`src/rtl/nand_wr_pkg.sv`:
```
package nand_wr_pkg;
  typedef enum logic [1:0] {
    KIND_CMD  = 2'b00,
    KIND_ADDR = 2'b01,
    KIND_DAT0 = 2'b10,
    KIND_DAT1 = 2'b11
  } kind_e;

  typedef enum logic [1:0] {
    PH_IDLE   = 2'b00,
    PH_SETUP  = 2'b01,
    PH_STROBE = 2'b10,
    PH_HOLD   = 2'b11
  } phase_e;
endpackage

```
`src/rtl/nand_cfg_regs.sv`:
```
module nand_cfg_regs #(
  parameter int SETUP_W = 2,
  parameter int PHASE_W = 3,
  parameter int CFG_W   = SETUP_W + 2*PHASE_W
) (
  input  logic             clk_i,
  input  logic             rst_ni,
  input  logic             cfg_we_i,
  input  logic [CFG_W-1:0] cfg_wdata_i,
  input  logic             ctl_we_i,
  input  logic [1:0]       ctl_wdata_i,
  output logic [CFG_W-1:0] cfg_q_o,
  output logic             en_o,
  output logic             cs_n_o
);
  // reset to slowest timing, disabled, chip deselected
  always_ff @(posedge clk_i or negedge rst_ni) begin
    if (!rst_ni) begin
      cfg_q_o <= '1;
      en_o    <= 1'b0;
      cs_n_o  <= 1'b1;
    end else begin
      if (cfg_we_i) cfg_q_o <= cfg_wdata_i;
      if (ctl_we_i) begin
        en_o   <= ctl_wdata_i[0];
        cs_n_o <= ctl_wdata_i[1];
      end
    end
  end
endmodule

```
`src/rtl/nand_phase_seq.sv`:
```
module nand_phase_seq
  import nand_wr_pkg::*;
#(
  parameter int SETUP_W = 2,
  parameter int PHASE_W = 3,
  parameter int DATA_W  = 8,
  parameter int CFG_W   = SETUP_W + 2*PHASE_W
) (
  input  logic              clk_i,
  input  logic              rst_ni,
  input  logic              en_i,
  input  logic [CFG_W-1:0]  cfg_i,
  input  logic              req_valid_i,
  input  logic [1:0]        req_kind_i,
  input  logic [DATA_W-1:0] req_byte_i,
  output phase_e            phase_o,
  output kind_e             kind_o,
  output logic [DATA_W-1:0] byte_o,
  output logic              busy_o,
  output logic              done_o
);
  localparam int CNT_W = (SETUP_W > PHASE_W) ? SETUP_W : PHASE_W;

  logic [SETUP_W-1:0] cfg_setup;
  logic [PHASE_W-1:0] cfg_strobe, cfg_hold;
  logic [PHASE_W-1:0] strobe_q, hold_q;
  logic [CNT_W-1:0]   cnt_q;
  logic               accept;
  phase_e             phase_q;

  assign cfg_hold   = cfg_i[PHASE_W-1:0];
  assign cfg_strobe = cfg_i[2*PHASE_W-1:PHASE_W];
  assign cfg_setup  = cfg_i[CFG_W-1:2*PHASE_W];
  assign accept     = req_valid_i && en_i && (phase_q == PH_IDLE);

  always_ff @(posedge clk_i or negedge rst_ni) begin
    if (!rst_ni) begin
      phase_q  <= PH_IDLE;
      cnt_q    <= '0;
      strobe_q <= '0;
      hold_q   <= '0;
      kind_o   <= KIND_CMD;
      byte_o   <= '0;
      done_o   <= 1'b0;
    end else begin
      done_o <= 1'b0;
      unique case (phase_q)
        PH_IDLE: if (accept) begin
          phase_q  <= PH_SETUP;
          cnt_q    <= CNT_W'(cfg_setup);
          strobe_q <= cfg_strobe;
          hold_q   <= cfg_hold;
          kind_o   <= kind_e'(req_kind_i);
          byte_o   <= req_byte_i;
        end
        PH_SETUP: if (cnt_q == '0) begin
          phase_q <= PH_STROBE;
          cnt_q   <= CNT_W'(strobe_q);
        end else cnt_q <= cnt_q - 1'b1;
        PH_STROBE: if (cnt_q == '0) begin
          phase_q <= PH_HOLD;
          cnt_q   <= CNT_W'(hold_q);
        end else cnt_q <= cnt_q - 1'b1;
        PH_HOLD: if (cnt_q == '0) begin
          phase_q <= PH_IDLE;
          done_o  <= 1'b1;
        end else cnt_q <= cnt_q - 1'b1;
        default: phase_q <= PH_IDLE;
      endcase
    end
  end

  assign phase_o = phase_q;
  assign busy_o  = (phase_q != PH_IDLE);

  assert_accept_en_R2: assert property (@(posedge clk_i) disable iff (!rst_ni)
    $rose(busy_o) |-> ($past(en_i) && $past(req_valid_i)));
  assert_done_idle_R7: assert property (@(posedge clk_i) disable iff (!rst_ni)
    done_o |-> !busy_o);
  assert_done_on_end_R7: assert property (@(posedge clk_i) disable iff (!rst_ni)
    $fell(busy_o) |-> done_o);
  assert_byte_held_R8: assert property (@(posedge clk_i) disable iff (!rst_ni)
    (busy_o && $past(busy_o)) |-> ($stable(byte_o) && $stable(kind_o)));
  assert_phase_order_R5: assert property (@(posedge clk_i) disable iff (!rst_ni)
    (phase_q == PH_HOLD && $past(phase_q) != PH_HOLD) |-> ($past(phase_q) == PH_STROBE));
endmodule

```
`src/rtl/nand_pin_drv.sv`:
```
module nand_pin_drv
  import nand_wr_pkg::*;
#(
  parameter int DATA_W = 8
) (
  input  phase_e            phase_i,
  input  kind_e             kind_i,
  input  logic [DATA_W-1:0] byte_i,
  input  logic              en_i,
  input  logic              cs_n_i,
  input  logic              clk_i,
  input  logic              rst_ni,
  output logic              cle_o,
  output logic              ale_o,
  output logic              we_no,
  output logic              ce_no,
  output logic [DATA_W-1:0] io_o,
  output logic              io_oe_o
);
  localparam int N_LATCH = 2;
  logic              active;
  logic [N_LATCH-1:0] latch;

  assign active = (phase_i != PH_IDLE);

  // one latch line per non-data kind, indexed by kind code
  for (genvar g = 0; g < N_LATCH; g++) begin : g_latch
    assign latch[g] = active && (kind_i == kind_e'(g));
  end

  assign cle_o   = latch[0];
  assign ale_o   = latch[1];
  assign we_no   = (phase_i != PH_STROBE);
  assign ce_no   = cs_n_i || !en_i;
  assign io_o    = active ? byte_i : '0;
  assign io_oe_o = active;

  assert_one_latch_R3: assert property (@(posedge clk_i) disable iff (!rst_ni)
    !(cle_o && ale_o));
  assert_strobe_busy_R5: assert property (@(posedge clk_i) disable iff (!rst_ni)
    !we_no |-> io_oe_o);
endmodule

```
`src/rtl/nand_wr_strobe.sv`:
```
module nand_wr_strobe
  import nand_wr_pkg::*;
#(
  parameter int SETUP_W = 2,
  parameter int PHASE_W = 3,
  parameter int DATA_W  = 8,
  localparam int CFG_W  = SETUP_W + 2*PHASE_W
) (
  input  logic              clk_i,
  input  logic              rst_ni,
  input  logic              cfg_we_i,
  input  logic [CFG_W-1:0]  cfg_wdata_i,
  input  logic              ctl_we_i,
  input  logic [1:0]        ctl_wdata_i,
  output logic [CFG_W-1:0]  cfg_rdata_o,
  output logic [1:0]        ctl_rdata_o,
  input  logic              req_valid_i,
  input  logic [1:0]        req_kind_i,
  input  logic [DATA_W-1:0] req_byte_i,
  output logic              busy_o,
  output logic              done_o,
  output logic              cle_o,
  output logic              ale_o,
  output logic              we_no,
  output logic              ce_no,
  output logic [DATA_W-1:0] io_o,
  output logic              io_oe_o
);
  logic              en, cs_n;
  logic [CFG_W-1:0]  cfg_q;
  phase_e            phase;
  kind_e             kind;
  logic [DATA_W-1:0] byte_q;

  nand_cfg_regs #(.SETUP_W(SETUP_W), .PHASE_W(PHASE_W), .CFG_W(CFG_W)) u_regs (
    .clk_i, .rst_ni, .cfg_we_i, .cfg_wdata_i, .ctl_we_i, .ctl_wdata_i,
    .cfg_q_o(cfg_q), .en_o(en), .cs_n_o(cs_n)
  );

  nand_phase_seq #(.SETUP_W(SETUP_W), .PHASE_W(PHASE_W), .DATA_W(DATA_W), .CFG_W(CFG_W)) u_seq (
    .clk_i, .rst_ni, .en_i(en), .cfg_i(cfg_q), .req_valid_i, .req_kind_i, .req_byte_i,
    .phase_o(phase), .kind_o(kind), .byte_o(byte_q), .busy_o, .done_o
  );

  nand_pin_drv #(.DATA_W(DATA_W)) u_pins (
    .phase_i(phase), .kind_i(kind), .byte_i(byte_q), .en_i(en), .cs_n_i(cs_n),
    .clk_i, .rst_ni, .cle_o, .ale_o, .we_no, .ce_no, .io_o, .io_oe_o
  );

  assign cfg_rdata_o = cfg_q;
  assign ctl_rdata_o = {cs_n, en};
endmodule

```
`config.mk`:
```
export PLATFORM = sky130hd
export DESIGN_NAME = nand_wr_strobe
export DESIGN_NICKNAME = d
export VERILOG_FILES = /design/src/rtl/nand_wr_pkg.sv /design/src/rtl/nand_cfg_regs.sv /design/src/rtl/nand_phase_seq.sv /design/src/rtl/nand_pin_drv.sv /design/src/rtl/nand_wr_strobe.sv
export SDC_FILE = /design/constraint.sdc
export NUM_CORES = 1
export LEC_CHECK = 0
export BUFFER_PORTS_ARGS = -buffer_cell sky130_fd_sc_hd__clkbuf_2
export CORE_MARGIN = 1
export CORE_UTILIZATION = 54
export DETAILED_ROUTE_END_ITERATION = 12
export GPL_TIMING_DRIVEN = 0
export PLACE_DENSITY = 0.87
export SLEW_MARGIN = 30
export SYNTH_ARGS = -nofsm -noshare
export SYNTH_HDL_FRONTEND = slang
export SYNTH_SLANG_ARGS = --single-unit
export TNS_END_PERCENT = 30
```
`constraint.sdc`:
```
create_clock -name clk_i -period 3.9 [get_ports clk_i]
set_input_delay 0.975 -clock clk_i [delete_from_list [all_inputs] [get_ports clk_i]]
set_output_delay 0.975 -clock clk_i [all_outputs]
set_load 0.03 [all_outputs]
```
# After elaboration in Yosys (flattened, before gate mapping)

Index checks and enable logic that the tools add are counted.

Flip-flop bits (word level): 32
Input bits: 25
Output and inout port bits: 25
Logic and storage cells: 47

$add $sub $neg: 1
Equal/unequal tests: 10
Muxes and demuxes: 13
Reduce and logical (&&, ||, !) cells: 13

Operators with widths:

| kind                                                                     | number |
|---|---|
| 3-bit two-way mux                                                        | 4 |
| 3-bit case mux with 4 select lines                                       | 1 |
| 2-bit two-way mux                                                        | 4 |
| 8-bit two-way mux                                                        | 1 |
| 2-bit by 1-bit inequality test with 1-bit output (second input constant) | 4 |
| 2-bit case mux with 4 select lines                                       | 1 |
| 2-bit by 1-bit == test with 1-bit output (second input constant)         | 2 |
| 2-bit == test (second input constant)                                    | 2 |
| 1-bit logical AND                                                        | 4 |
| 2-bit zero test                                                          | 2 |
| 2-bit inequality test (second input constant)                            | 2 |
| 2-bit AND reduction                                                      | 2 |
| 4-bit AND reduction                                                      | 1 |
| 3-bit zero test                                                          | 1 |
| 3-bit by 1-bit subtractor with 3-bit output (second input constant)      | 1 |
| 1-bit two-way mux                                                        | 2 |
| 2-bit nonzero test                                                       | 1 |
| 1-bit zero test                                                          | 1 |
| 1-bit logical OR                                                         | 1 |

# Logic depth before layout (Yosys ltp)

Word-level depth: 4
Depth in mapped cells: 6

# Cells and area by module

Synthesis repeated with hierarchy kept, for this count alone.

Cells, all modules: 121
Area, all modules: 1570.3 um2

By module, submodules not included:

| module         | times used | cells each | area each (um2) | sequential area each (um2) |
|---|---|---|---|---|
| nand_phase_seq | 1          | 83         | 1036.0          | 550.5 |
| nand_cfg_regs  | 1          | 21         | 415.4           | 261.5 |
| nand_pin_drv   | 1          | 15         | 103.8           | 0.0 |
| nand_wr_strobe | 1          | 2          | 15.0            | 0.0 |

# Worst setup path before layout

No wires, ideal clock.

Path type: register -> output
From: register u_seq.phase_q[0] (netlist: u_seq.phase_o[0])
To: output port ale_o
Arrival time: 1.637 ns
Data required time: 2.925 ns
Path slack: 1.288 ns
Cell stages (with the launch flop): 5
Path buffers: 1
Path through: dfrtp_1 > inv_1 > ha_1 > clkbuf_1 > nor3b_1

Longest elaborated chain between the ends: 2

RTL lines:

| what                   | RTL line             | RTL |
|---|---|---|
| start, declared        | nand_phase_seq.sv:29 | `phase_e phase_q;` |
| start signal, assigned | nand_phase_seq.sv:38 | `phase_q <= PH_IDLE;` |
| start signal, assigned | nand_phase_seq.sv:49 | `phase_q <= PH_SETUP;` |
| start signal, assigned | nand_phase_seq.sv:57 | `phase_q <= PH_STROBE;` |
| 2-bit nonzero test     | nand_pin_drv.sv:24   | `assign active = (phase_i != PH_IDLE);` |
| 1-bit logical AND      | nand_pin_drv.sv:28   | `assign latch[g] = active && (kind_i == kind_e'(g));` |
| end, declared          | nand_wr_strobe.sv:23 | `output logic ale_o,` |

Every way passes these cells.

# Worst setup path in the final report

From: register u_seq.phase_q[0] (netlist: u_seq.phase_o[0])
To: output port io_oe_o

Longest elaborated chain between the ends: 1

RTL lines:

| what               | RTL line             | RTL |
|---|---|---|
| 2-bit nonzero test | nand_pin_drv.sv:24   |  |
| end, declared      | nand_wr_strobe.sv:27 | `output logic io_oe_o` |

Every way passes these cells.

==> flow_metrics.env <==
export IMPL_area_growth_pct=22.4
export IMPL_worstPathRequired_ns=2.92
export IMPL_synth_cells=121
export IMPL_synthAdderAreaFrac_pct=5.64
export IMPL_h_tree_depth=2
export IMPL_cts_tree="built"
export IMPL_post_cts_setup_buffers=0
export IMPL_clock_latency_ns=0.32
export IMPL_peakVddDrop_v=0.000564
export IMPL_p_switching_mw=0.662
export IMPL_nFillCells=203
export IMPL_synthXorXnorAreaFrac_pct=0
export IMPL_dp_hpwl_um=2170
export IMPL_min_path_cells=2
export IMPL_die_x_um=55.6
export IMPL_hp_class="flop to flop"
export IMPL_p_int_mw=0.908
export IMPL_start_kind="flop"
export IMPL_hold_ws_ns=0.494
export IMPL_drt_pass1_iterations=4
export IMPL_swShare_pct=42.2
export IMPL_antenna_found_initial=0
export IMPL_fin_nets=208
export IMPL_regToRegSetupSlack_ns=2.22
export IMPL_grt_max_degree=33
export IMPL_hold_violations=0
export IMPL_syn_area_um2=1550
export IMPL_async_flop_share_pct=100
export IMPL_post_cts_resized=0
export IMPL_floorplan_initialDensity_pct=56.8
export IMPL_synthFlopType="dfrtp_1"
export IMPL_ys_seq_area_share_pct=52.3
export IMPL_syn_avg_cell_area_um2=12.8
export IMPL_cts_num_sinks=32
export IMPL_cts_buffers=5
export IMPL_ys_top_cells_by_count="mux2_2 (26), dfrtp_1 (23), nor2b_1 (10)"
export IMPL_setup_violations=0
export IMPL_status="completed"
export IMPL_pwr_density_cell_nw_per_um2=826
export IMPL_power_frac_clock_pct=13.7
export IMPL_comb_power_share_pct=52.3
export IMPL_drtIter0Drc=37
export IMPL_maxSlewHeadroom_pct=48.6
export IMPL_synth_simple_area_share_pct=10.1
export IMPL_hold_buffers=0
export IMPL_portBuffers=48
export IMPL_synth_top_cell_by_area="dfrtp_1"
export IMPL_cts_clk_slew_worst_paths_ns=0.10
export IMPL_setup_tns_ns=0
export IMPL_grt_ovfl_total=0
export IMPL_path_class="flop to output pin"
export IMPL_finalWirelength_um=2920
export IMPL_rsz0062_at_grt="no"
export IMPL_routedWlPerCell_um=14.0
export IMPL_yosys_warnings=0
export IMPL_grt_pass1_vias=1143
export IMPL_core_area_um2=2730
export IMPL_synth_fp_nets=153
export IMPL_gp_congestion=0.758
export IMPL_leakage_nw=0.929
export IMPL_ff2ff_path_depth=6
export IMPL_clock_root_buffer="clkbuf_4"
export IMPL_synth_seq_cells=32
export IMPL_period_share_pct=74.7
export IMPL_ant_nets=0
export IMPL_hold_path_startpoint="u_seq.cnt_q[0]"
export IMPL_fmax_ghz=0.343
export IMPL_synth_compound_area_share_pct=8.86
export IMPL_reg2reg_to="u_seq.cnt_q[2]"
export IMPL_die_y_um=55.6
export IMPL_drv_slew=0
export IMPL_max_slew_worst_pin_slew_ns=0.771
export IMPL_power_share_sequential_pct=34.0
export IMPL_synth_top_family_by_area="multiplexers"
export IMPL_endpoint_kind="output pin"
export IMPL_clock_path_buffers=2
export IMPL_netlist_area_leader_share_pct=37.0
export IMPL_grtUsageTotal_pct=21.9
export IMPL_cp_data_arrival_time_ns=1.94
export IMPL_grt_pass1_wl_um=5130
export IMPL_period_minus_slack_ns=2.91
export IMPL_rr_startpoint="u_seq.phase_o[0]"
export IMPL_vias=1113
export IMPL_cap_violations=0
export IMPL_die_area_um2=3100
export IMPL_yosysMostFrequentCell="mux2_2"
export IMPL_drcViolationCount=0
export IMPL_skew_ns=0.0133
export IMPL_vias_per_cell=5.35
export IMPL_floorplan_io_pins=50
export IMPL_rows=19
export IMPL_yosysUniqueCellTypes=31
export IMPL_diodes=0
export IMPL_drive_gt1_share_pct=57.1
export IMPL_synthMuxAreaShare_pct=18.8
export IMPL_whs_endpoint="u_seq.cnt_q[0]"
export IMPL_synthTopCellsByArea="dfrtp_1 (37%), mux2_2 (19%), dfstp_2 (15%), ha_1 (5.6%), nor2b_1 (4.0%)"
export IMPL_crit_path_max_fanout=10
export IMPL_synth_edf_count=0
==> area by class of cell <==
class / instances / area [um^2] / area share (%)
clock buffers: 8 / 68.8 / 3.62
well taps: 31 / 38.8 / 2.04
multi-input cells: 76 / 674 / 35.5
repair buffers: 48 / 240 / 12.6
flip-flops and latches: 32 / 812 / 42.7
inverters: 7 / 26.3 / 1.38
plain buffers: 6 / 41.3 / 2.17
==> power by group through the flow <==
stage	combinational, mW	clock, mW	sequential [mW]
5_1_grt	0.897	0.236	0.549
3_3_place_gp	0.790	0	0.527
2_1_floorplan	0.621	0	0.539
6_report	0.821	0.215	0.534
4_1_cts	0.828	0.219	0.534
3_5_place_dp	0.826	0	0.540
==> logic make-up after synthesis <==
family | after synthesis
compound gates | 17
mux | 26
simple gates | 26
flops | 32
buf+inv | 13
fa+ha+maj | 7
==> worst max-delay path: stages, from the launching register on <==
cell and delay, ns:
dfrtp_1 0.43, inv_1 0.16, ha_1 0.24, clkbuf_1 0.35, inv_1 0.11, buf_4 0.15, clkbuf_2 0.17
==> how the worst max path moves through the flow <==
| stage | slack, ns | start | end | depth (start not counted) |
|---|---|---|---|---|
| floorplan | 1.29 | u_seq.phase_o[0] | ale_o | 4 |
| global placement | 1.46 | u_seq.phase_o[0] | io_oe_o | 6 |
| detailed placement | 1.35 | u_seq.phase_o[0] | io_oe_o | 6 |
| CTS | 0.99 | u_seq.phase_o[0] | io_oe_o | 6 |
| global route | 0.86 | u_seq.phase_o[1] | io_oe_o | 6 |
| finish | 0.99 | u_seq.phase_o[0] | io_oe_o | 6 |
==> cells in the final DEF (no fill, tap or decap), types with 2 or more instances in the layout <==
cell       n
clkbuf_8   2
o31ai_1    2
ha_1       7
o21ai_1    2
nor2b_1   10
mux2_2    26
dfrtp_1   23
nand2b_1   3
inv_1      7
nand2_1    5
clkbuf_1   3
clkbuf_4   5
dfstp_2    9
a22o_2     2
clkbuf_2  48
buf_4      3
nor2_1     2
a221oi_1   2
==> state kept, by name, indices dropped and copies added, names as in the netlist <==
| signal | flops |
|---|---|
| u_seq.kind_o | 2 |
| u_regs.en_o | 1 |
| u_regs.cs_n_o | 1 |
| u_seq.cnt_q | 3 |
| u_regs.cfg_q_o | 8 |
| u_seq.done_o | 1 |
| u_seq.hold_q | 3 |
| u_seq.strobe_q | 3 |
| u_seq.byte_o | 8 |
| u_seq.phase_o | 2 |
==> metrics by stage <==
| stage | area, um^2 | total power [mW] | util, % | instances | setup WS [ns] |
|---|---|---|---|---|---|
| final | 1900 | 1.57 | 69.6 | 208 | 0.986 |
| after global routing | 1900 | 1.68 | 69.6 | 208 | 0.864 |
| after CTS | 1900 | 1.58 | 69.6 | 208 | 0.989 |
| after detailed placement | 1830 | 1.37 | 67.0 | 200 | 1.35 |
| after global placement | 1830 | 1.32 | 67.0 | 200 | 1.46 |
| after floorplan | 1550 | 1.16 | - | 121 | 1.29 |
==> per-layer routing <==
metal	wire length (um)	GRT usage, %	up-vias
met5	0	0	-
met4	92	11.4	0
met3	131	4.88	8
met2	1540	38.0	39
met1	1150	25.0	544
li1	-	-	522
No activity file was read; power rests on OpenSTA's default activity.
